## src/rtl/gst_pkg.sv

```systemverilog
package gst_pkg;

    // Action applied to the accumulator on one clock.
    typedef enum logic [1:0] {
        STEP_HOLD = 2'd0,
        STEP_UP   = 2'd1,
        STEP_DOWN = 2'd2
    } gst_step_e;

endpackage

```

## src/rtl/gst_event_gate.sv

```systemverilog
module gst_event_gate #(
    parameter int SRC_N = 2
) (
    input  logic [SRC_N-1:0] evt_i,
    input  logic [SRC_N-1:0] mask_i,
    output logic             active_o
);
    logic [SRC_N-1:0] live;

    for (genvar g = 0; g < SRC_N; g++) begin : g_src
        assign live[g] = evt_i[g] & ~mask_i[g];
    end

    always_comb begin
        active_o = |live;
    end
endmodule

```

## src/rtl/gst_decay_pacer.sv

```systemverilog
module gst_decay_pacer #(
    parameter int N_W = 4
) (
    input  logic           clk,
    input  logic           rst_n,
    input  logic           active_i,
    input  logic [N_W-1:0] mult_i,
    output logic           step_o,
    output logic [N_W-1:0] cnt_o
);
    localparam int CW = N_W + 1;

    typedef struct packed {
        logic [N_W-1:0] cnt;
    } pacer_t;

    pacer_t st_d, st_q;
    logic [CW-1:0] n_eff;
    logic [CW-1:0] cnt_inc;

    always_comb begin
        n_eff   = (mult_i == '0) ? CW'(1) : {1'b0, mult_i};
        cnt_inc = {1'b0, st_q.cnt} + CW'(1);
        st_d    = st_q;
        step_o  = 1'b0;
        if (active_i) begin
            st_d.cnt = '0;
        end else if (cnt_inc >= n_eff) begin
            st_d.cnt = '0;
            step_o   = 1'b1;
        end else begin
            st_d.cnt = cnt_inc[N_W-1:0];
        end
    end

    always_ff @(posedge clk or negedge rst_n) begin
        if (!rst_n) st_q <= '0;
        else        st_q <= st_d;
    end

    assign cnt_o = st_q.cnt;
endmodule

```

## src/rtl/gst_accum.sv

```systemverilog
module gst_accum
    import gst_pkg::*;
#(
    parameter int ACC_W = 8
) (
    input  logic             clk,
    input  logic             rst_n,
    input  gst_step_e        step_i,
    input  logic [ACC_W-1:0] limit_i,
    output logic [ACC_W-1:0] acc_o,
    output logic             fail_o
);
    typedef struct packed {
        logic [ACC_W-1:0] acc;
        logic             fail;
    } acc_t;

    acc_t st_d, st_q;
    logic [ACC_W-1:0] base;

    always_comb begin
        // A threshold lowered below the held level pulls the level down to it.
        base = (st_q.acc > limit_i) ? limit_i : st_q.acc;
        st_d = st_q;
        unique case (step_i)
            STEP_UP:   st_d.acc = (base < limit_i) ? base + ACC_W'(1) : limit_i;
            STEP_DOWN: st_d.acc = (base != '0) ? base - ACC_W'(1) : '0;
            default:   st_d.acc = base;
        endcase
        if (st_d.acc >= limit_i)  st_d.fail = 1'b1;
        else if (st_d.acc == '0)  st_d.fail = 1'b0;
    end

    always_ff @(posedge clk or negedge rst_n) begin
        if (!rst_n) begin
            st_q.acc  <= '1;
            st_q.fail <= 1'b1;
        end else begin
            st_q <= st_d;
        end
    end

    assign acc_o  = st_q.acc;
    assign fail_o = st_q.fail;
endmodule

```

## src/rtl/gst_integrator.sv

```systemverilog
module gst_integrator
    import gst_pkg::*;
#(
    parameter int ACC_W = 8,
    parameter int N_W   = 4
) (
    input  logic             clk,
    input  logic             rst_n,
    input  logic             scm_evt,
    input  logic             cfm_evt,
    input  logic             scm_mask,
    input  logic             cfm_mask,
    input  logic [ACC_W-1:0] td_ticks,
    input  logic [N_W-1:0]   qual_mult,
    output logic             gs_fail
);
    localparam int SRC_N = 2;

    logic             active;
    logic             decay;
    logic [N_W-1:0]   pace_cnt;
    logic [ACC_W-1:0] limit;
    logic [ACC_W-1:0] acc_val;
    gst_step_e        step;

    gst_event_gate #(.SRC_N(SRC_N)) u_gate (
        .evt_i   ({cfm_evt, scm_evt}),
        .mask_i  ({cfm_mask, scm_mask}),
        .active_o(active)
    );

    gst_decay_pacer #(.N_W(N_W)) u_pace (
        .clk     (clk),
        .rst_n   (rst_n),
        .active_i(active),
        .mult_i  (qual_mult),
        .step_o  (decay),
        .cnt_o   (pace_cnt)
    );

    always_comb begin
        limit = (td_ticks == '0) ? ACC_W'(1) : td_ticks;
        if (active)     step = STEP_UP;
        else if (decay) step = STEP_DOWN;
        else            step = STEP_HOLD;
    end

    gst_accum #(.ACC_W(ACC_W)) u_acc (
        .clk    (clk),
        .rst_n  (rst_n),
        .step_i (step),
        .limit_i(limit),
        .acc_o  (acc_val),
        .fail_o (gs_fail)
    );
endmodule

```

## config.mk

```make
export PLATFORM = sky130hd
export DESIGN_NAME = gst_integrator
export DESIGN_NICKNAME = d
export VERILOG_FILES = /design/src/rtl/gst_pkg.sv /design/src/rtl/gst_event_gate.sv /design/src/rtl/gst_decay_pacer.sv /design/src/rtl/gst_accum.sv /design/src/rtl/gst_integrator.sv
export SDC_FILE = /design/constraint.sdc
export NUM_CORES = 1
export LEC_CHECK = 0
export BUFFER_PORTS_ARGS = -buffer_cell sky130_fd_sc_hd__buf_2
export CAP_MARGIN = 10
export CORE_AREA = 2 2 109 90
export CTS_BUF_LIST = sky130_fd_sc_hd__clkbuf_4
export DETAILED_ROUTE_END_ITERATION = 10
export DIE_AREA = 0 0 111 92
export GPL_TIMING_DRIVEN = 0
export PLACE_DENSITY_LB_ADDON = 0.05
export SLEW_MARGIN = 0
export SYNTH_ARGS = -nofsm -noshare
export SYNTH_HDL_FRONTEND = slang
export SYNTH_SLANG_ARGS = --single-unit
export TNS_END_PERCENT = 50
```

## constraint.sdc

```tcl
create_clock -name clk -period 7.1 [get_ports clk]
set_clock_uncertainty 0.05 [all_clocks]
set_input_delay 1.42 -clock clk [delete_from_list [all_inputs] [get_ports clk]]
set_output_delay 1.42 -clock clk [all_outputs]
set_load 0.1 [all_outputs]
```

# [Word-level counts from Yosys, hierarchy flattened]
# Index checks and enable logic that the tools add are counted.
[word_totals] wordCells=36 regBits=13 input_bits=18 out_inout_bits=1
[op_classes] eq_ne=2 reduce_logical=6 n_mux=14 n_addsub=3 n_lt_le_gt_ge=4 bitwise=4
[ops] operator="8-bit 2-to-1 mux" n=4
[ops] operator="8-bit zero test" n=2
[ops] operator="8-bit case mux with 2 select lines" n=1
[ops] operator="4-bit 2-to-1 mux" n=3
[ops] operator="8-bit by 1-bit adder with 8-bit output (second input constant)" n=1
[ops] operator="8-bit greater-or-equal comparator" n=1
[ops] operator="8-bit > comparator" n=1
[ops] operator="8-bit less-than comparator" n=1
[ops] operator="8-bit nonzero test" n=1
[ops] operator="8-bit by 1-bit subtractor with 8-bit output (second input constant)" n=1
[ops] operator="4-bit by 1-bit adder with 5-bit output (second input constant)" n=1
[ops] operator="5-bit greater-or-equal comparator" n=1
[ops] operator="4-bit zero test" n=1
[ops] operator="1-bit 2-to-1 mux" n=4
[ops] operator="2-bit 2-to-1 mux" n=2
[ops] operator="1-bit bitwise AND" n=2
[ops] operator="2-bit by 1-bit == test with 1-bit output (second input constant)" n=1
[ops] operator="2-bit == test (second input constant)" n=1
[ops] operator="1-bit NOT" n=2
[ops] operator="2-bit nonzero test" n=1
[ops] operator="2-bit OR reduction" n=1

# [Depth between registers and ports, before layout]
[logic_depth] depth_word=12 depth_mapped=30

# [Modules after synthesis]
# A second synthesis with hierarchy kept.
[unflattened] hier_cells=284 hier_area_um2=2289.7
[modules_own_cells] module="gst_accum" area_each_um2=1926.8 cells_per_inst=244 instances=1 seq_area_each_um2=236.5
[modules_own_cells] module="gst_decay_pacer" area_each_um2=285.3 cells_per_inst=26 instances=1 seq_area_each_um2=100.1
[modules_own_cells] module="gst_integrator" area_each_um2=57.6 cells_per_inst=11 instances=1 seq_area_each_um2=0.0
[modules_own_cells] module="gst_event_gate" area_each_um2=20.0 cells_per_inst=3 instances=1 seq_area_each_um2=0.0

# [Worst setup path before layout]
# OpenSTA, ideal clock, no wires.
[synth_timing] kind="input to register" startpoint="input port td_ticks[6]" endpoint="register u_acc.st_q (netlist bit u_acc.fail_o)" path_slack_ns=0.798 n_path_buf=3 cell_stages=29 arrival_time_ns=6.161 required_time_ns=6.960 cell_sequence="buf_2 nor3_2 a31o_2 ha_1 nand4_1 nor2_4 a211oi_2 nor2_2 buf_6 a21oi_1 inv_1 ha_1 a211oi_1 nor2_1 or3_1 a21boi_2 buf_6 mux2i_1 o21a_1 ha_1 nand2b_1 a21o_1 a21o_1 a21oi_1 nor2b_1 o21ai_0 a21oi_1 nor4_1 a21oi_1"
[synth_via] elab_chain_cells=9
[synth_rtl] item="start: declaration" line="gst_integrator.sv:13" text="input logic [ACC_W-1:0] td_ticks,"
[synth_rtl] item="8-bit zero test" line="gst_integrator.sv:42" text="limit = (td_ticks == '0) ? ACC_W'(1) : td_ticks;"
[synth_rtl] item="8-bit 2-to-1 mux *" line="gst_integrator.sv:42"
[synth_rtl] item="8-bit > comparator" line="gst_accum.sv:23" text="base = (st_q.acc > limit_i) ? limit_i : st_q.acc;"
[synth_rtl] item="8-bit 2-to-1 mux" line="gst_accum.sv:23"
[synth_rtl] item="8-bit by 1-bit subtractor with 8-bit output (tied with other cells)" line="gst_accum.sv:27" text="STEP_DOWN: st_d.acc = (base != '0) ? base - ACC_W'(1) : '0;"
[synth_rtl] item="8-bit 2-to-1 mux, on equally long branches" line="gst_accum.sv:27, gst_accum.sv:26"
[synth_rtl] item="8-bit case mux with 2 select lines" line="gst_accum.sv:25" text="unique case (step_i)"
[synth_rtl] item="8-bit greater-or-equal comparator / 8-bit zero test (equally long branches)" line="gst_accum.sv:30, gst_accum.sv:31"
[synth_rtl] item="1-bit 2-to-1 mux / 2-bit nonzero test (equally long branches)"
[synth_rtl] item="end signal: assignment" line="gst_accum.sv:39" text="st_q <= st_d;"
[synth_rtl] item="end: declaration" line="gst_accum.sv:18" text="acc_t st_d, st_q;"
# Mark *: on every way between the ends. The rest lies on a longest branch, timed or not.
# A chain may end at the register's enable or synchronous reset.

# [Worst setup path after layout]
# Same ends and word-level chain as after synthesis.

==> qor.txt <==
routed vias -> 2118
VDD IR max -> 144.4 uV
filler instances -> 1026
Ports -> 19
Synth top area share -> 17.38%
DR WL/cell -> 18.62 um
hold slack -> 463.2 ps
Initial Util -> 24.13%
total CTS buffers -> 3
Slew HR -> 25.41%
Crit path max-delay family -> compound AO/OA/AOI/OAI gates
GPL Wtd Cong -> 0.7606
gr ovfl total -> 0
Max Slew Vio Count -> 0
final wirelength -> 7670 um
Placed Instances -> 406
Max Clk Rate -> 149.7 MHz
Place WS -> -279.5 ps
Setup crit start kind -> input port
FFs w/ async S/R, synth -> 100.0%
commonest cells in the netlist -> ha_1 (31), inv_1 (25), a21oi_1 (20)
# port buffers -> 15
Post-Syn Area -> 2232 um2
Seq/Total Area, Yosys -> 15.08%
Area Overhead vs Synth -> 14.29%
number of max-cap violations -> 0
Worst path max stage delay -> 430 ps
number of core rows -> 32
DRC viols -> 0
Ys Warns -> 0
share of cells above drive strength 1 -> 25.26%
Post-DP HPWL -> 6054 um
FF-to-FF End -> u_acc.fail_o
Die H -> 92 um
vias per cell -> 5.141
GRT Overall Usage -> 15.27%
Clk Latency, worst-skew pair -> 270 ps
CTS tree -> yes
nature of the critical path endpoint -> flop
CTS H-tree lvls -> 1
largest net degree at the start of global routing -> 14
Non-Filler Instances -> 412
worst-margin pin slew -> 1107 ps
hold path startpoint -> u_acc.fail_o
vias in the first global route -> 2140
Initial DRC Count -> 79
n_diodes -> 0
WP data arrival -> 6830 ps
status -> finished, final reports clean
Multi-input gate area -> 1742 um2
initial antenna violation count -> 0
CP bufs+invs -> 4
Post-CTS Hold Buffers -> 0
R2R setup slack -> 1450 ps
DR pass1 iterations -> 4
Hold Violations, Final -> 0
Layout Nets -> 343
highest-delay cell along the critical path -> or3_1
R2R Path Start -> u_acc.acc_o[0]
Tcrit/Tclk final -> 94.08%
Synth area leaders -> ha_1 (17%), dfstp_2 (11%), a21oi_1 (4.5%)
Die Wd -> 111 um
hold path cells -> 2
leading area contributor after synthesis -> ha_1
Setup violations, final -> 0
first-pass GRT wire length -> 12250 um
worst hold path endpoint -> u_acc.fail_o
worst-path fanout max -> 10
hold crit path type -> reg -> reg
CTS Buffer Depth -> 2
FF+latch area -> 336.6 um2
Clock Pin Slew Worst Setup and Hold Paths -> 80 ps
syn_area_per_cell -> 8.206 um2
post-layout min period -> 6680 ps
CP required -> 7250 ps
number of nets with antenna violations after routing -> 0
WS Path Type -> in -> reg
total die area -> 10210 um2
CTS root buf -> clkbuf_4
R2R depth -> 26
Synth cell types -> 64
ys flop type -> dfstp_2
final worst-path setup slack -> 420.2 ps
Post-Syn Nets -> 321
clk sinks -> 13
EDFF count, synth -> 0
cell count after synthesis -> 272
flops & latches, synth -> 13
PD cells -> 476.6 nW/um2
core area -> 9249 um2
Leak -> 1.098 nW
count leader, synth -> ha_1
==> repair_timing <==
item,CTS,global route
endpoints found under the setup margin,1,1
hold endpoints to repair,0,0
pin swaps,0,3
gates resized for setup,1,7
setup buffers,0,2
==> power breakdown <==
group          leakage, nW  total (W)  internal, W  switching, W
clock network       0.0184  0.0000501    0.0000256     0.0000245
registers            0.148   0.000192     0.000126     0.0000663
logic                0.931   0.000974     0.000396      0.000578
==> worst max-delay path by stage <==
stage	depth (start not counted)	to	slack [ps]	from
after CTS	29	u_acc.fail_o	100	td_ticks[6]
final	29	u_acc.fail_o	420	td_ticks[6]
after detailed placement	29	u_acc.fail_o	-280	td_ticks[6]
after global routing	28	u_acc.fail_o	-10	td_ticks[1]
after global placement	29	u_acc.fail_o	-410	td_ticks[6]
after floorplan	29	u_acc.fail_o	800	td_ticks[6]
==> sequential cells by signal, indices dropped and copies added, names as in the netlist <==
name          count
u_acc.acc_o       8
u_pace.cnt_o      4
u_acc.fail_o      1
==> metal layers <==
| metal | up-vias | part of all wire [%] | GRT usage [%] |
|---|---|---|---|
| met3 | 6 | 4.1 | 2.181 |
| met1 | 1013 | 51 | 22.10 |
| met5 | - | 0 | 0 |
| met4 | 0 | 0.76 | 1.458 |
| met2 | 36 | 44 | 25.00 |
| li1 | 1063 | - | - |
==> worst min-delay path: cells and delay by family, from the launching register on <==
kind	cells	cell delay, ps
AO/OA/AOI/OAI	1	50
flip-flops	1	380
AND/OR/NAND/NOR	1	90
==> stage by stage <==
step                utilization [%]  TNS, ps  cell area [um2]   power, W
floorplan                         -        0             2232  0.0008688
global placement              26.56   -409.0             2456   0.001160
detailed placement            26.56   -279.5             2456   0.001137
CTS                           26.96        0             2494   0.001200
global route                  27.58   -12.88             2551   0.001347
finish                        27.58        0             2551   0.001216
==> logic make-up (layout without fill, tap and decap cells) <==
kind of cell / after synthesis / count (layout) / synth area share (%)
AO/OA/AOI/OAI: 83 / 83 / 27.47
XOR/XNOR: 11 / 11 / 4.316
adder cells (fa/ha/maj): 31 / 31 / 17.38
buffers and inverters: 37 / 58 / 9.137
flip-flops: 13 / 13 / 15.08
multiplexers: 7 / 7 / 3.307
AND/OR/NAND/NOR: 90 / 90 / 23.32
==> final cells by class <==
type / instances / share of cell area [%]
flip-flops and latches: 13 / 13.19
inverters: 25 / 3.678
multi-input cells: 222 / 68.27
repair buffers: 17 / 3.531
well taps: 119 / 5.836
plain buffers: 12 / 4.316
clock buffers: 4 / 1.177
==> cell usage in the layout (no fill, tap or decap), drive strengths merged, types with 3 or more instances in the layout <==
master   n
a211o    7
a211oi   5
a21o     4
a21oi   24
a22oi    3
and2     3
and3     5
buf     26
clkbuf   7
dfrtp    4
dfstp    9
ha      31
inv     25
mux2     3
mux2i    4
nand2   11
nand2b   4
nand3   18
nand4    4
nor2    13
nor2b    3
nor3    13
nor4     6
o211ai   4
o21a     3
o21ai   16
or3      5
xnor2    6
xor2     5
(Power assumes the default switching activity.)
